`src/rtl/burst_seq_pkg.sv`:
```
package burst_seq_pkg;

    // Burst length codes
    localparam logic [2:0] LEN_1    = 3'd0;
    localparam logic [2:0] LEN_2    = 3'd1;
    localparam logic [2:0] LEN_4    = 3'd2;
    localparam logic [2:0] LEN_8    = 3'd3;
    localparam logic [2:0] LEN_PAGE = 3'd7;

    typedef enum logic [1:0] {
        ST_IDLE  = 2'd0,
        ST_FIXED = 2'd1,
        ST_PAGE  = 2'd2
    } seq_state_e;

endpackage

```
`src/rtl/burst_len_decode.sv`:
```
module burst_len_decode
    import burst_seq_pkg::*;
#(
    parameter int COL_W = 8
) (
    input  logic [2:0]       len_code,
    input  logic             force_single,
    output logic [COL_W-1:0] beat_mask,
    output logic             is_page
);
    always_comb begin
        beat_mask = '0;
        is_page   = 1'b0;
        if (!force_single) begin
            unique case (len_code)
                LEN_2:    beat_mask = COL_W'(1);
                LEN_4:    beat_mask = COL_W'(3);
                LEN_8:    beat_mask = COL_W'(7);
                LEN_PAGE: begin
                    beat_mask = '1;
                    is_page   = 1'b1;
                end
                default:  beat_mask = '0;
            endcase
        end
    end
endmodule

```
`src/rtl/burst_addr_gen.sv`:
```
module burst_addr_gen #(
    parameter int COL_W = 8
) (
    input  logic [COL_W-1:0] base,
    input  logic [COL_W-1:0] beat,
    input  logic [COL_W-1:0] beat_mask,
    input  logic             xor_order,
    output logic [COL_W-1:0] col
);
    logic [COL_W-1:0] low_bits;

    always_comb begin
        if (xor_order) low_bits = base ^ beat;
        else           low_bits = base + beat;
        col = (base & ~beat_mask) | (low_bits & beat_mask);
    end
endmodule

```
`src/rtl/burst_col_seq.sv`:
```
module burst_col_seq
    import burst_seq_pkg::*;
#(
    parameter int COL_W = 8
) (
    input  logic             clk,
    input  logic             rst_n,
    input  logic [2:0]       cfg_len,
    input  logic             cfg_interleave,
    input  logic             cfg_write_single,
    input  logic             start,
    input  logic             start_write,
    input  logic [COL_W-1:0] start_col,
    input  logic             advance,
    input  logic             terminate,
    output logic [COL_W-1:0] col,
    output logic             valid,
    output logic             last
);
    seq_state_e       state_q, state_d;
    logic [COL_W-1:0] base_q, beat_q, mask_q;
    logic             xor_q;
    logic [COL_W-1:0] dec_mask;
    logic             dec_page;
    logic             at_final;

    burst_len_decode #(.COL_W(COL_W)) len_dec_i (
        .len_code     (cfg_len),
        .force_single (cfg_write_single & start_write),
        .beat_mask    (dec_mask),
        .is_page      (dec_page)
    );

    burst_addr_gen #(.COL_W(COL_W)) addr_gen_i (
        .base      (base_q),
        .beat      (beat_q),
        .beat_mask (mask_q),
        .xor_order (xor_q),
        .col       (col)
    );

    assign at_final = (beat_q == mask_q);

    // Next-state selection: launch, relaunch, complete, abort
    always_comb begin
        state_d = state_q;
        unique case (state_q)
            ST_IDLE: begin
                if (start) state_d = dec_page ? ST_PAGE : ST_FIXED;
            end
            ST_FIXED: begin
                if (start)                      state_d = dec_page ? ST_PAGE : ST_FIXED;
                else if (terminate)             state_d = ST_IDLE;
                else if (advance && at_final)   state_d = ST_IDLE;
            end
            ST_PAGE: begin
                if (start)          state_d = dec_page ? ST_PAGE : ST_FIXED;
                else if (terminate) state_d = ST_IDLE;
            end
            default: state_d = ST_IDLE;
        endcase
    end

    always_ff @(posedge clk or negedge rst_n) begin
        if (!rst_n) state_q <= ST_IDLE;
        else        state_q <= state_d;
    end

    // Burst context captured at launch, beat counter stepped on advance
    always_ff @(posedge clk or negedge rst_n) begin
        if (!rst_n) begin
            base_q <= '0;
            beat_q <= '0;
            mask_q <= '0;
            xor_q  <= 1'b0;
        end else if (start) begin
            base_q <= start_col;
            beat_q <= '0;
            mask_q <= dec_mask;
            xor_q  <= cfg_interleave & ~dec_page;
        end else if (advance && state_q != ST_IDLE) begin
            beat_q <= beat_q + 1'b1;
        end
    end

    always_comb begin
        valid = (state_q != ST_IDLE);
        last  = (state_q == ST_FIXED) && at_final;
    end

    // a launch presents its start column next cycle
    assert_launch_col_R2: assert property (@(posedge clk) disable iff (!rst_n)
        start |=> (valid && col == $past(start_col)));

    // advancing on the final beat ends the burst
    assert_complete_R6: assert property (@(posedge clk) disable iff (!rst_n)
        (last && advance && !start) |=> !valid);

    // full-row bursts step by one modulo the row size
    assert_page_step_R7: assert property (@(posedge clk) disable iff (!rst_n)
        (state_q == ST_PAGE && advance && !start && !terminate)
            |=> (col == COL_W'($past(col) + 1'b1) && !last));

    // terminate ends the burst
    assert_abort_R8: assert property (@(posedge clk) disable iff (!rst_n)
        (terminate && !start) |=> !valid);

    // without a request the beat is held
    assert_hold_R11: assert property (@(posedge clk) disable iff (!rst_n)
        (valid && !start && !advance && !terminate)
            |=> (valid && $stable(col) && $stable(last)));
endmodule

```
`config.mk`:
```
export PLATFORM = sky130hd
export DESIGN_NAME = burst_col_seq
export DESIGN_NICKNAME = d
export VERILOG_FILES = /design/src/rtl/burst_seq_pkg.sv /design/src/rtl/burst_len_decode.sv /design/src/rtl/burst_addr_gen.sv /design/src/rtl/burst_col_seq.sv
export SDC_FILE = /design/constraint.sdc
export NUM_CORES = 1
export LEC_CHECK = 0
export BUFFER_PORTS_ARGS = -buffer_cell sky130_fd_sc_hd__buf_4
export CORE_UTILIZATION = 50
export CTS_BUF_LIST = sky130_fd_sc_hd__clkbuf_4 sky130_fd_sc_hd__clkbuf_8
export DETAILED_ROUTE_END_ITERATION = 10
export GPL_TIMING_DRIVEN = 0
export PLACE_DENSITY = 0.81
export SLEW_MARGIN = 30
export SYNTH_ARGS = -nofsm -noshare
export SYNTH_HDL_FRONTEND = slang
export SYNTH_SLANG_ARGS = --single-unit
```
`constraint.sdc`:
```
create_clock -name clk -period 2.49 [get_ports clk]
set_input_delay 0.498 -clock clk [delete_from_list [all_inputs] [get_ports clk]]
set_output_delay 0.498 -clock clk [all_outputs]
set_load 0.05 [all_outputs]
```
[Word-level counts from Yosys, hierarchy flattened]
Index checks and enable logic that the tools add are counted.
Storage, ports and cells
  bits in registers: 27
  output and inout port bits: 10
  logic and storage cells: 47
Operators by class
  add/sub/neg operators: 2
  equal/unequal tests: 10
  multiplexer cells: 15
  bitwise operators: 8
  reductions and logical operators: 7
Operator list (count)
  two-way mux 8 bit: 4
  one-hot mux 8 bit (4 select lines): 1
  bitwise AND 8 bit: 2
  two-way mux 2 bit: 7
  adder 8 x 1 -> 8 bit, second input constant: 1
  adder 8 bit: 1
  == test 8 bit: 1
  NOT 8 bit: 1
  bitwise OR 8 bit: 1
  bitwise XOR 8 bit: 1
  == test 3 x 2 -> 1 bit, second input constant: 2
  one-hot mux 2 bit (3 select lines): 1
  inequality test 4 bit, second input constant: 1
  nonzero test 2 bit: 2
  == test 3 x 1 -> 1 bit, second input constant: 1
  == test 3 bit, second input constant: 1
  logical AND 1 bit: 3
  inequality test 3 bit, second input constant: 1
  AND reduction 3 bit: 1
  bitwise AND 1 bit: 2
  == test 2 x 1 -> 1 bit, second input constant: 1
  == test 2 bit, second input constant: 1
  logical NOT 2 bit: 1
  two-way mux 1 bit: 2
  other kinds (2): 2

[Depth between registers and ports, before layout]
Gate-level depths: netlist (run 1).
  word-level depth: 6
  gate-level depth with buffers: 8

[By module]
A second synthesis (run 1) with hierarchy kept.
Unflattened totals
  cells, all modules: 180
  area, all modules: 1811.7 sq um
Modules (own cells, without submodules)
  burst_col_seq: times used 1, cells each 107, area an instance 1300.0 sq um, sequential area each 675.6 sq um
  burst_addr_gen: times used 1, cells each 61, area an instance 420.4 sq um, sequential area each 0.0 sq um
  burst_len_decode: times used 1, cells each 12, area an instance 91.3 sq um, sequential area each 0.0 sq um

[Worst setup path after synthesis (run 1)]
No wires, ideal clock.
  kind: reg2out
  from: reg beat_q[1]
  to: out col[7]
  data arrival time: 2.304 ns
  required time: 1.992 ns
  setup slack: -0.312 ns
  cell stages (with the launch flop): 7
  buffers on the path: 0
  cell sequence: dfrtp_1 > ha_1 > a211oi_2 > nor3_1 > a311oi_1 > mux2i_1 > xor2_1
Between the ends
  cells in the longest elaborated chain, start to end: 4
RTL lines
  start: declaration: RTL line burst_col_seq.sv:21  | logic [COL_W-1:0] base_q, beat_q, mask_q;
  start signal: assignment: RTL line burst_col_seq.sv:82  | beat_q <= beat_q + 1'b1;
  adder 8 bit: RTL line burst_addr_gen.sv:14  | else low_bits = base + beat;
  two-way mux 8 bit: RTL line burst_addr_gen.sv:13  | if (xor_order) low_bits = base ^ beat;
  bitwise AND 8 bit: RTL line burst_addr_gen.sv:15  | col = (base & ~beat_mask) | (low_bits & beat_mask);
  bitwise OR 8 bit: RTL line burst_addr_gen.sv:15
  end: declaration: RTL line burst_col_seq.sv:16  | output logic [COL_W-1:0] col,
No other way between the ends.

[Worst setup path after layout (run 1)]
  from: reg beat_q[2]
  to: out col[7]
Same word-level chain as after synthesis.

==> key figures, run 1 <==
GRT
  – Antenna violations before repair: 0
  – Vias in the first global route: 1404
  – First-pass GRT wire length: 6040 um
  – Total GRT Usage: 0.235
  – Largest net degree at the start of global routing: 24
  – Congestion Overflow GR: 0

Critical path
  – CP max-delay cell: dfrtp_2
  – Max FO, Critical Path: 3
  – Crit path launch type: register
  – Worst Setup End Kind: output port
  – R2R depth: 6
  – Cell breakdown of the critical path: ha_4, o21bai_1, nor3_1, a311oi_2, mux2i_2, xor2_2, buf_6
  – CP max stage delay: 0.46 ns
  – Reg-to-reg startpoint: state_q[0]$_DFFE_PN0P_
  – R2R Setup Slk: about 0.66 ns
  – Worst Path Arrival: 2.25 ns
  – Setup CP Type: reg2out
  – Reg-to-Reg End: beat_q[5]$_DFFE_PN0P_
  – WP data required: 1.99 ns

Synthesis
  – Mapped Area: 0.00157 mm2
  – Syn nets: 201
  – Area share of the largest cell type after synthesis: 0.367
  – Most numerous cell in the Yosys netlist: dfrtp_1
  – Mux cell area share after synthesis: 0.0774
  – Synth Area in Adders: 0.109
  – Async SR Flop Fraction: 1.00
  – Yosys cell types: 40
  – Simple-Gate Fraction of Synth Area: 0.185
  – Main synth FF type: dfrtp_1
  – Largest family of logic cells by synthesized area: simple AND/OR/NAND/NOR gates
  – YS warnings: 0
  – Synth Instances: roughly 170
  – Register bit total from synthesis: 23
  – Top post-synthesis cells by count: dfrtp_1 (23), nor2_1 (18), inv_1 (15), ha_1 (12)
  – Syn_area_per_cell: 9.28 um2
  – Xor/xnor share of the synthesized area: 0.0726
  – Synth top area cells: dfrtp_1 (37%), ha_1 (9.6%), mux2_2 (6.5%)
  – Post-synthesis compound-gate area fraction: 0.139
  – Seq/Total Area, Yosys: 0.367
  – Synth area leader: dfrtp_1
  – Post-synth EDFFs: 0

Placed design
  – Detailed Place HPWL: around 2600 um
  – Post-Place Cell Area: 0.00183 mm2
  – # port buffers: 27
  – GPL Wtd Cong: 0.915
  – Post-place setup slack: -0.110 ns

Drt
  – Pre-antenna DRT Iters: 7
  – WL per Instance: between 15 and 20 um
  – Total wire length: 3810 um
  – Vias per inst: 5.76
  – Starting DRT DRC Count: 75
  – Antenna Nets Post-Route: 0
  – DRC Markers: 2
  – Vias: 1394

Floorplanning
  – Die area: 0.00336 mm2
  – Row cnt: 19
  – Core area: 0.00285 mm2
  – Chip height: a little under 60 um
  – IO Pins: 29
  – Chip width: 58.0 um
  – Initial Utilization: 0.550

Clock network
  – Num Clock Sinks: 23
  – Clock buffer depth: 2
  – H-Tree Depth: 1
  – Clock transition at path regs: 0.13 ns
  – CTS Hold Bufs: 0
  – Clock buffer count from CTS: 3
  – Clk_lat worst skew: between 0.3 and 0.4 ns
  – Clk root buf: clkbuf_4
  – CTS tree: done

Run
  – Maxcap violations: 0

Timing
  – Clock Skews: 0.00916 ns
  – Unrepaired setup endpoints after global routing: yes
  – Fmax achieved: 0.364 GHz
  – Setup violators final: 4
  – Final hold vios: 0
  – Tcrit/Tclk final: 1.10
  – Count of pins over their slew limit: 0
  – Min cycle time layout: 2.75 ns
  – Slew @ Worst Pin: 0.572 ns
  – Worst setup margin: -0.258 ns
  – Slew headroom: 0.619

Power and ir drop
  – Peak VDD IR: 483 uV
  – Net Sw Frac: 0.401
  – Clock power share: 0.155
  – P_leak: 0.916 nW
  – Comb pwr share: 0.463
  – PwrDens: 560 mW/mm2
  – Flop pwr share: 0.383
  – Int Pwr: 0.708 mW
  – NetSw: 0.473 mW

Worst hold path
  – Worst hold path class: in2async

Status
  – Outcome: finished, violations left
  – Failing checks: design-rule violations, negative setup slack

Final layout
  – Layout area overhead: 34.6%
  – Nets@finish: ~240
  – Share of cells above drive strength 1: 0.417
  – Diodes inserted: 0
  – Cell area after layout: 0.00211 mm2
power groups by stage:
| stage | clock network, mW | logic (mW) | registers (mW) |
|---|---|---|---|
| final | 0.183 | 0.547 | 0.452 |
| after global routing | 0.201 | 0.594 | 0.456 |
| after CTS | 0.183 | 0.498 | 0.450 |
| after detailed placement | 0 | 0.457 | 0.457 |
| after global placement | 0 | 0.442 | 0.454 |
| after floorplan | 0 | 0.337 | 0.446 |
cell type report:
class | count | area [um2]
clock buffer | 3 | 22.5
multi-input combinational | 126 | 1060
sequential | 23 | 586
clock inverter | 1 | 5.00
timing repair buffer | 38 | 319
buffer | 5 | 22.5
inverter | 15 | 56.3
tap | 31 | 38.8
fill | 188 | 742
flip-flops by register name, indices dropped and copies added, names as in the netlist:
name / count
mask_q: 4
base_q: 8
beat_q: 8
state_q: 2
xor_q: 1
layer usage:
metal  vias up  part of all wire  wire length [um]  global-route usage
met2        38              0.53              2010               0.435
met1       668              0.41              1570               0.277
met5         -                 0                 0                   0
met3        11             0.034               129              0.0201
li1        677                 -                 -                   -
met4         0             0.025                95              0.0986
placed cells by master (no fill, tap or decap), drive strengths merged, types with 2 or more instances in the layout:
cell type,instances
xor2,9
xnor2,4
mux2,9
buf,41
nor2b,2
ha,12
or3,2
nor2,19
dfrtp,23
o21ai,11
and2,2
a311oi,2
o211ai,2
o2bb2ai,2
nand3,2
nand4,7
inv,15
clkbuf,5
nor4,2
nor3,2
a21oi,11
mux2i,2
nand2,10
nand3b,2
how the worst max path moves through the flow:
| stage | startpoint | slack [ns] | depth (start not counted) | to |
|---|---|---|---|---|
| 2_1_floorplan | beat_q[1]$_DFFE_PN0P_ | -0.10 | 6 | col[7] |
| 3_3_place_gp | beat_q[1]$_DFFE_PN0P_ | -0.11 | 7 | col[7] |
| 3_5_place_dp | beat_q[6]$_DFFE_PN0P_ | -0.11 | 7 | col[7] |
| 4_1_cts | base_q[1]$_DFFE_PN0P_ | -0.34 | 7 | col[7] |
| 5_1_grt | beat_q[2]$_DFFE_PN0P_ | -0.34 | 7 | col[7] |
| 6_report | beat_q[2]$_DFFE_PN0P_ | -0.26 | 7 | col[7] |
cell families (layout without fill, tap and decap cells):
logic type | after synthesis | count (layout)
fa+ha+maj | 13 | 13
flops | 23 | 23
buf+inv | 20 | 62
xor+xnor | 13 | 13
compound gates | 35 | 35
mux | 11 | 11
simple gates | 54 | 54
worst max-delay path, delay by kind of cell, from the launching register on:
family / cells / cell delay [ns]
flops: 1 / 0.46
buf+inv: 1 / 0.17
xor+xnor: 1 / 0.17
mux: 1 / 0.32
compound gates: 2 / 0.45
simple gates: 1 / 0.10
fa+ha+maj: 1 / 0.26
per-stage QoR:
| stage | instances | total power, mW | TNS (ns) | utilization | hold WS (ns) |
|---|---|---|---|---|---|
| 2_1_floorplan | 169 | 0.783 | -0.103 | - | 0.202 |
| 3_3_place_gp | 227 | 0.895 | -0.106 | 0.641 | 0.405 |
| 3_5_place_dp | 227 | 0.914 | -0.112 | 0.641 | 0.415 |
| 4_1_cts | 237 | 1.13 | -0.669 | 0.697 | 0.0563 |
| 5_1_grt | 242 | 1.25 | -1.11 | 0.740 | 0.0459 |
| 6_report | 242 | 1.18 | -0.617 | 0.740 | 0.0360 |
repair_timing:
item,4_1_cts,5_1_grt
resized for setup,20,20
pin swaps,15,18
setup buffers,6,5
setup endpoints to repair,8,7
Power figures use the tool's default switching activity.
==> run 2, diff against run 1 <==
==> constraint.sdc (replaced) <==
create_clock -name clk -period 3.1 [get_ports clk]
set_input_delay 0.62 -clock clk [delete_from_list [all_inputs] [get_ports clk]]
set_output_delay 0.62 -clock clk [all_outputs]
set_load 0.05 [all_outputs]
==> run 2 against run 1 <==
The flow finishes with violations (design-rule violations). First-iteration DRC count fell by 47%. Sequential power fell by 20%. Die area did not move. Routed wire length fell by 11%. Register-to-register slack improved by 0.61 ns. Global-route usage fell by 1.5 points. Total power fell by 24%. Final cell count fell by 3.7%. Critical endpoint unchanged. Largest power group unchanged. Highest routed layer unchanged.
==> key figures, run 2 (synthesized netlist as in run 1, its figures left out) <==
Placed design
  – Detailed Place HPWL: 2640 um (+1.1%)
  – # port buffers: 27 (unchanged)
  – GPL Wtd Cong: 0.922 (+0.79%)
  – Dpl cells: 227 (unchanged)
  – Post-Place Cell Area: 0.00181 mm2 (-1.0%)

Critical path
  – Worst Path Arrival: 2.37 ns (+0.12 ns)
  – Cell breakdown of the critical path: ha_1, a21oi_1, nor2_1, a311oi_2, mux2i_1, xor2_1, buf_4
  – CP max stage delay: 0.46 ns (about the same)
  – Setup CP Type: reg2out
  – CP max-delay cell: dfrtp_1
  – Max FO, Critical Path: 7 (+4)
  – Crit path launch type: register
  – Buf/Inv on CP: 1 (unchanged)
  – Worst Setup End Kind: output port
  – WP data required: 2.48 ns (+0.49 ns)
  – Cell family with most CP delay: flip-flops

Final layout
  – Top flop regs: base_q: 8 flops, beat_q: 8 flops, mask_q: 4 flops
  – Layout area overhead: 19.2%
  – Commonest non-fill, non-tap cell in the layout: buf_4
  – Most frequent cells in the layout: buf_4 (29), dfrtp_1 (21), nor2_1 (18)
  – Fin cells: 233 (-3.7%)
  – Multi-input gate area: 925 um2 (-13%)
  – Filler Cells Inserted: 241 (+28%)
  – Nets@finish: 235 (-3.7%)
  – Register area: 578 um2 (-1.3%)
  – Diodes inserted: 0 (unchanged)
  – Cell area after layout: 0.00187 mm2 (-11%)
  – Share of cells above drive strength 1: 0.277 (-0.140)

Timing
  – Setup violators final: 0 (-4)
  – Slew @ Worst Pin: 0.540 ns (-0.0321 ns)
  – Clock Skews: 0.00337 ns (-0.00578 ns)
  – Count of pins over their slew limit: 0 (unchanged)
  – Slew headroom: 0.640 (+0.0214)
  – Min cycle time layout: 2.99 ns
  – Fmax achieved: between 0.3 and 0.4 GHz
  – Tcrit/Tclk final: 0.965
  – Final hold vios: 0 (unchanged)

GRT
  – Vias in the first global route: 1401 (-0.21%)
  – Antenna violations before repair: 0 (unchanged)
  – Congestion Overflow GR: 0 (unchanged)
  – First-pass GRT wire length: 5720 um (-5.3%)
  – Total GRT Usage: 0.220 (-0.0150)
  – Largest net degree at the start of global routing: 24 (unchanged)

Clock network
  – Clk root buf: clkbuf_4
  – Clk_lat worst skew: 0.32 ns (about the same)
  – Num Clock Sinks: 23 (unchanged)
  – Clock buffer depth: 2 (unchanged)
  – Clock buffer count from CTS: 3 (unchanged)
  – CTS Hold Bufs: 0 (unchanged)
  – H-Tree Depth: 1 (unchanged)
  – CTS tree: done
  – Clock transition at path regs: 0.12 ns (about the same)

Worst hold path
  – Worst hold path class: in2async

Status
  – Failing checks: design-rule violations
  – Outcome: finished, violations left

Power and ir drop
  – Peak VDD IR: 299 uV (-38%)
  – P_leak: 0.863 nW (-5.7%)
  – PwrDens: 478 mW/mm2 (-15%)

Floorplanning
  – Die area: 0.00336 mm2 (unchanged)
  – Row cnt: 19 (unchanged)
  – Chip width: 58.0 um (unchanged)
  – Initial Utilization: 0.550 (unchanged)
  – Core area: 0.00285 mm2 (unchanged)
  – Chip height: 58.0 um (unchanged)
  – IO Pins: 29 (unchanged)

Drt
  – DRC Markers: 2 (unchanged)
  – Starting DRT DRC Count: 40 (-47%)
  – Met3 Wirelength: 145 um (+12%)
  – Total wire length: 3390 um (-11%)
  – Met1 wire length: 1390 um (-12%)
  – Pre-antenna DRT Iters: 7 (unchanged)
  – Vias: 1347 (-3.4%)
  – Vias per inst: 5.78 (+0.36%)
  – WL per Instance: 14.6 um (-7.5%)
  – Detail Route met2 WL: 1810 um (-10%)
  – Top layer in use: met4
  – Antenna Nets Post-Route: 0 (unchanged)

Run
  – Maxcap violations: 0 (unchanged)
## run 2: routing by layer
metal / vias to the layer above / GRT usage
li1: 656 / -
met1: 650 / 0.253
met2: 36 / 0.417
met3: 5 / 0.0246
met4: 0 / 0.0782
met5: - / 0
## run 2: report_power, final
| group | internal (mW) | total [mW] | switching, mW |
|---|---|---|---|
| logic | 0.150 | 0.382 | 0.232 |
| clock network | 0.0592 | 0.151 | 0.0915 |
| registers | 0.329 | 0.360 | 0.0306 |
| total | 0.538 | 0.892 | 0.354 |
## run 2: worst paths after layout
check / startpoint / endpoint / slack, ns / depth (start not counted)
setup reg to reg: state_q[0]$_DFFE_PN0P_ / beat_q[5]$_DFFE_PN0P_ / 1.27 / 6
max in group asynchronous: rst_n / beat_q[4]$_DFFE_PN0P_ / 2.68 / 1
hold reg to reg: base_q[7]$_DFFE_PN0P_ / base_q[7]$_DFFE_PN0P_ / 0.56 / 1
min in group clk: start_col[1] / base_q[1]$_DFFE_PN0P_ / 0.51 / 3
hold / removal: rst_n / base_q[0]$_DFFE_PN0P_ / 0.17 / 1
setup / recovery: beat_q[6]$_DFFE_PN0P_ / col[7] / 0.11 / 7
## run 2: final cells by class
cell class	count	area share
plain buffers	5	0.0121
inverters	15	0.0301
multi-input cells	126	0.495
flip-flops and latches	23	0.309
repair buffers	29	0.117
well taps	31	0.0208
clock buffers	4	0.0161
## run 2: repair_timing
action / in CTS / in global routing
gates resized for setup: 0 / 5
endpoints found under the hold margin: 0 / 0
setup endpoints to repair: 0 / 3
buffers inserted: 0 / 2
## run 2: per-stage QoR
step	TNS [ns]	power [mW]	hold WS (ns)	utilization	setup slack, ns
3_5_place_dp	0	0.732	0.532	0.634	0.415
2_1_floorplan	0	0.624	0.324	-	0.176
3_3_place_gp	0	0.714	0.511	0.634	0.424
4_1_cts	0	0.881	0.179	0.645	0.0373
6_report	0	0.892	0.169	0.655	0.107
5_1_grt	-0.0564	0.947	0.173	0.655	-0.0231
==> run 3, diff against run 2 <==
==> constraint.sdc (replaced) <==
create_clock -name clk -period 2.8 [get_ports clk]
set_input_delay 0.56 -clock clk [delete_from_list [all_inputs] [get_ports clk]]
set_output_delay 0.56 -clock clk [all_outputs]
set_load 0.05 [all_outputs]
==> run 3 against run 2 <==
The run ends with design-rule violations, negative setup slack left. First-iteration DRC count rose by 33%. Via count rose by 4.5%. Utilization rose by 7.9 points. Critical path type unchanged. Die area did not move. Cell area rose by 12%.
==> key figures, run 3 (synthesized netlist as in run 1, its figures left out) <==
Critical path
  – Reg-to-Reg End: beat_q[7]$_DFFE_PN0P_
  – CP max-delay cell: dfrtp_1
  – Reg-to-reg startpoint: state_q[0]$_DFFE_PN0P_
  – Worst Path Arrival: 2.32 ns (-0.05 ns)
  – WP data required: 2.24 ns (-0.24 ns)
  – CP max stage delay: 0.44 ns (-0.02 ns)
  – R2R depth: 6 (unchanged)
  – R2R Setup Slk: 0.99 ns (-0.28 ns)
  – Cell breakdown of the critical path: ha_4, a211oi_4, nor3_2, a311oi_2, mux2i_2, xor2_2, buf_6
  – Max FO, Critical Path: 2 (-5)
  – Setup CP Type: reg2out
  – Worst Setup End Kind: output port
  – Crit path launch type: register

Clock network
  – Clock buffer depth: 2 (unchanged)
  – Clock transition at path regs: 0.13 ns (about the same)
  – CTS tree: done
  – H-Tree Depth: 1 (unchanged)
  – Clk_lat worst skew: 0.31 ns (about the same)
  – CTS Hold Bufs: 0 (unchanged)
  – Clk root buf: clkbuf_4
  – Num Clock Sinks: 23 (unchanged)
  – Clock buffer count from CTS: 3 (unchanged)

Power and ir drop
  – P_leak: 0.908 nW (+5.1%)
  – Peak VDD IR: 361 uV (+21%)
  – PwrDens: 498 mW/mm2 (+4.2%)

Drt
  – Vias: 1408 (+4.5%)
  – Starting DRT DRC Count: 53 (+33%)
  – WL per Instance: 15.7 um (+8.1%)
  – DRC Markers: 2 (unchanged)
  – Total wire length: 3820 um (+13%)
  – Vias per inst: 5.79 (+0.23%)
  – Pre-antenna DRT Iters: 7 (unchanged)
  – Antenna Nets Post-Route: 0 (unchanged)

Status
  – Outcome: finished, violations left
  – Failing checks: design-rule violations, negative setup slack

Floorplanning
  – Chip height: 58.0 um (unchanged)
  – Chip width: 58.0 um (unchanged)
  – Die area: 0.00336 mm2 (unchanged)
  – Initial Utilization: 0.550 (unchanged)
  – Row cnt: 19 (unchanged)
  – IO Pins: 29 (unchanged)
  – Core area: 0.00285 mm2 (unchanged)

Worst hold path
  – Worst hold path class: in2async

Placed design
  – # port buffers: 27 (unchanged)
  – Post-place setup slack: 0.151 ns (-0.264 ns)
  – Dpl cells: 227 (unchanged)
  – Post-Place Cell Area: 0.00182 mm2 (+0.62%)
  – GPL Wtd Cong: 0.913 (-1.0%)
  – Detailed Place HPWL: 2600 um (-1.5%)

Final layout
  – Cell area after layout: 0.00209 mm2 (+12%)
  – Commonest non-fill, non-tap cell in the layout: buf_4
  – Share of cells above drive strength 1: 0.406 (+0.128)
  – Layout area overhead: 33.5%
  – Fin cells: 243 (+4.3%)
  – Nets@finish: 245 (+4.3%)
  – Most frequent cells in the layout: buf_4 (35), nor2_1 (17), dfrtp_1 (17)
  – Diodes inserted: 0 (unchanged)
  – Top flop regs: base_q: 8 flops, beat_q: 8 flops, mask_q: 4 flops

Timing
  – Worst hold margin: 0.120 ns (-0.0498 ns)
  – Worst setup margin: -0.0792 ns (-0.186 ns)
  – Setup violators final: 1 (+1)
  – Count of pins over their slew limit: 0 (unchanged)
  – Unrepaired setup endpoints after global routing: yes
  – Min cycle time layout: around 2.9 ns
  – Slew headroom: 0.646 (+0.00570)
  – Slew @ Worst Pin: 0.531 ns (-0.00855 ns)
  – Clock Skews: 0.00467 ns (+0.00130 ns)
  – TNS Setup: -0.0792 ns (-0.0792 ns)
  – Final hold vios: 0 (unchanged)
  – Fmax achieved: 0.347 GHz
  – Tcrit/Tclk final: 1.03

GRT
  – First-pass GRT wire length: 6210 um (+8.6%)
  – Total GRT Usage: 0.240 (+0.0199)
  – Largest net degree at the start of global routing: 24 (unchanged)
  – Vias in the first global route: 1422 (+1.5%)
  – Congestion Overflow GR: 0 (unchanged)
  – Antenna violations before repair: 0 (unchanged)

Run
  – Maxcap violations: 0 (unchanged)
## run 3: power breakdown
part / switching [mW] / total, mW / internal [mW]
registers: 0.0371 / 0.401 / 0.364
logic: 0.277 / 0.473 / 0.196
clock network: 0.102 / 0.167 / 0.0654
total: 0.416 / 1.04 / 0.625
## run 3: how the worst max path moves through the flow
stage / startpoint / endpoint / slack, ns
floorplan: beat_q[1]$_DFFE_PN0P_ / col[5] / 0.09
global placement: beat_q[1]$_DFFE_PN0P_ / col[7] / 0.15
detailed placement: beat_q[1]$_DFFE_PN0P_ / col[7] / 0.15
CTS: base_q[1]$_DFFE_PN0P_ / col[7] / -0.11
global route: base_q[1]$_DFFE_PN0P_ / col[7] / -0.17
finish: base_q[1]$_DFFE_PN0P_ / col[7] / -0.08
## run 3: what timing repair did
item / in CTS / in global routing
pin swaps: 7 / 7
resized for setup: 8 / 24
setup endpoints to repair: 3 / 4
buffers inserted: 6 / 7
## run 3: area by class of cell
class                           instances  area, um2
Timing Repair Buffer                   39        308
Sequential cell                        23        583
Buffer                                  5       22.5
Inverter                               15       56.3
Multi-Input combinational cell        126       1050
Clock buffer                            4       30.0
Tap cell                               31       38.8
Fill cell                             205        759
## run 3: through the flow
step | utilization | total power, mW
final | 0.734 | 1.04
after global routing | 0.734 | 1.10
after CTS | 0.674 | 1.00
after detailed placement | 0.638 | 0.812
after global placement | 0.638 | 0.793
after floorplan | - | 0.693
## run 3: critical path: cells and delay by family, from the launching register on
kind	cells	cell delay [ns]
fa+ha+maj	1	0.26
xor+xnor	1	0.17
compound gates	2	0.56
mux	1	0.33
flops	1	0.44
buf+inv	1	0.17
simple gates	1	0.07
## run 3: per-layer routing
layer / share of wire / wire length (um) / global-route usage / vias to the layer above
met5: 0 / 0 / 0 / -
met4: 0.019 / 71 / 0.0646 / 0
met3: 0.038 / 144 / 0.0313 / 8
met2: 0.54 / 2060 / 0.445 / 40
met1: 0.40 / 1550 / 0.291 / 689
li1: - / - / - / 671
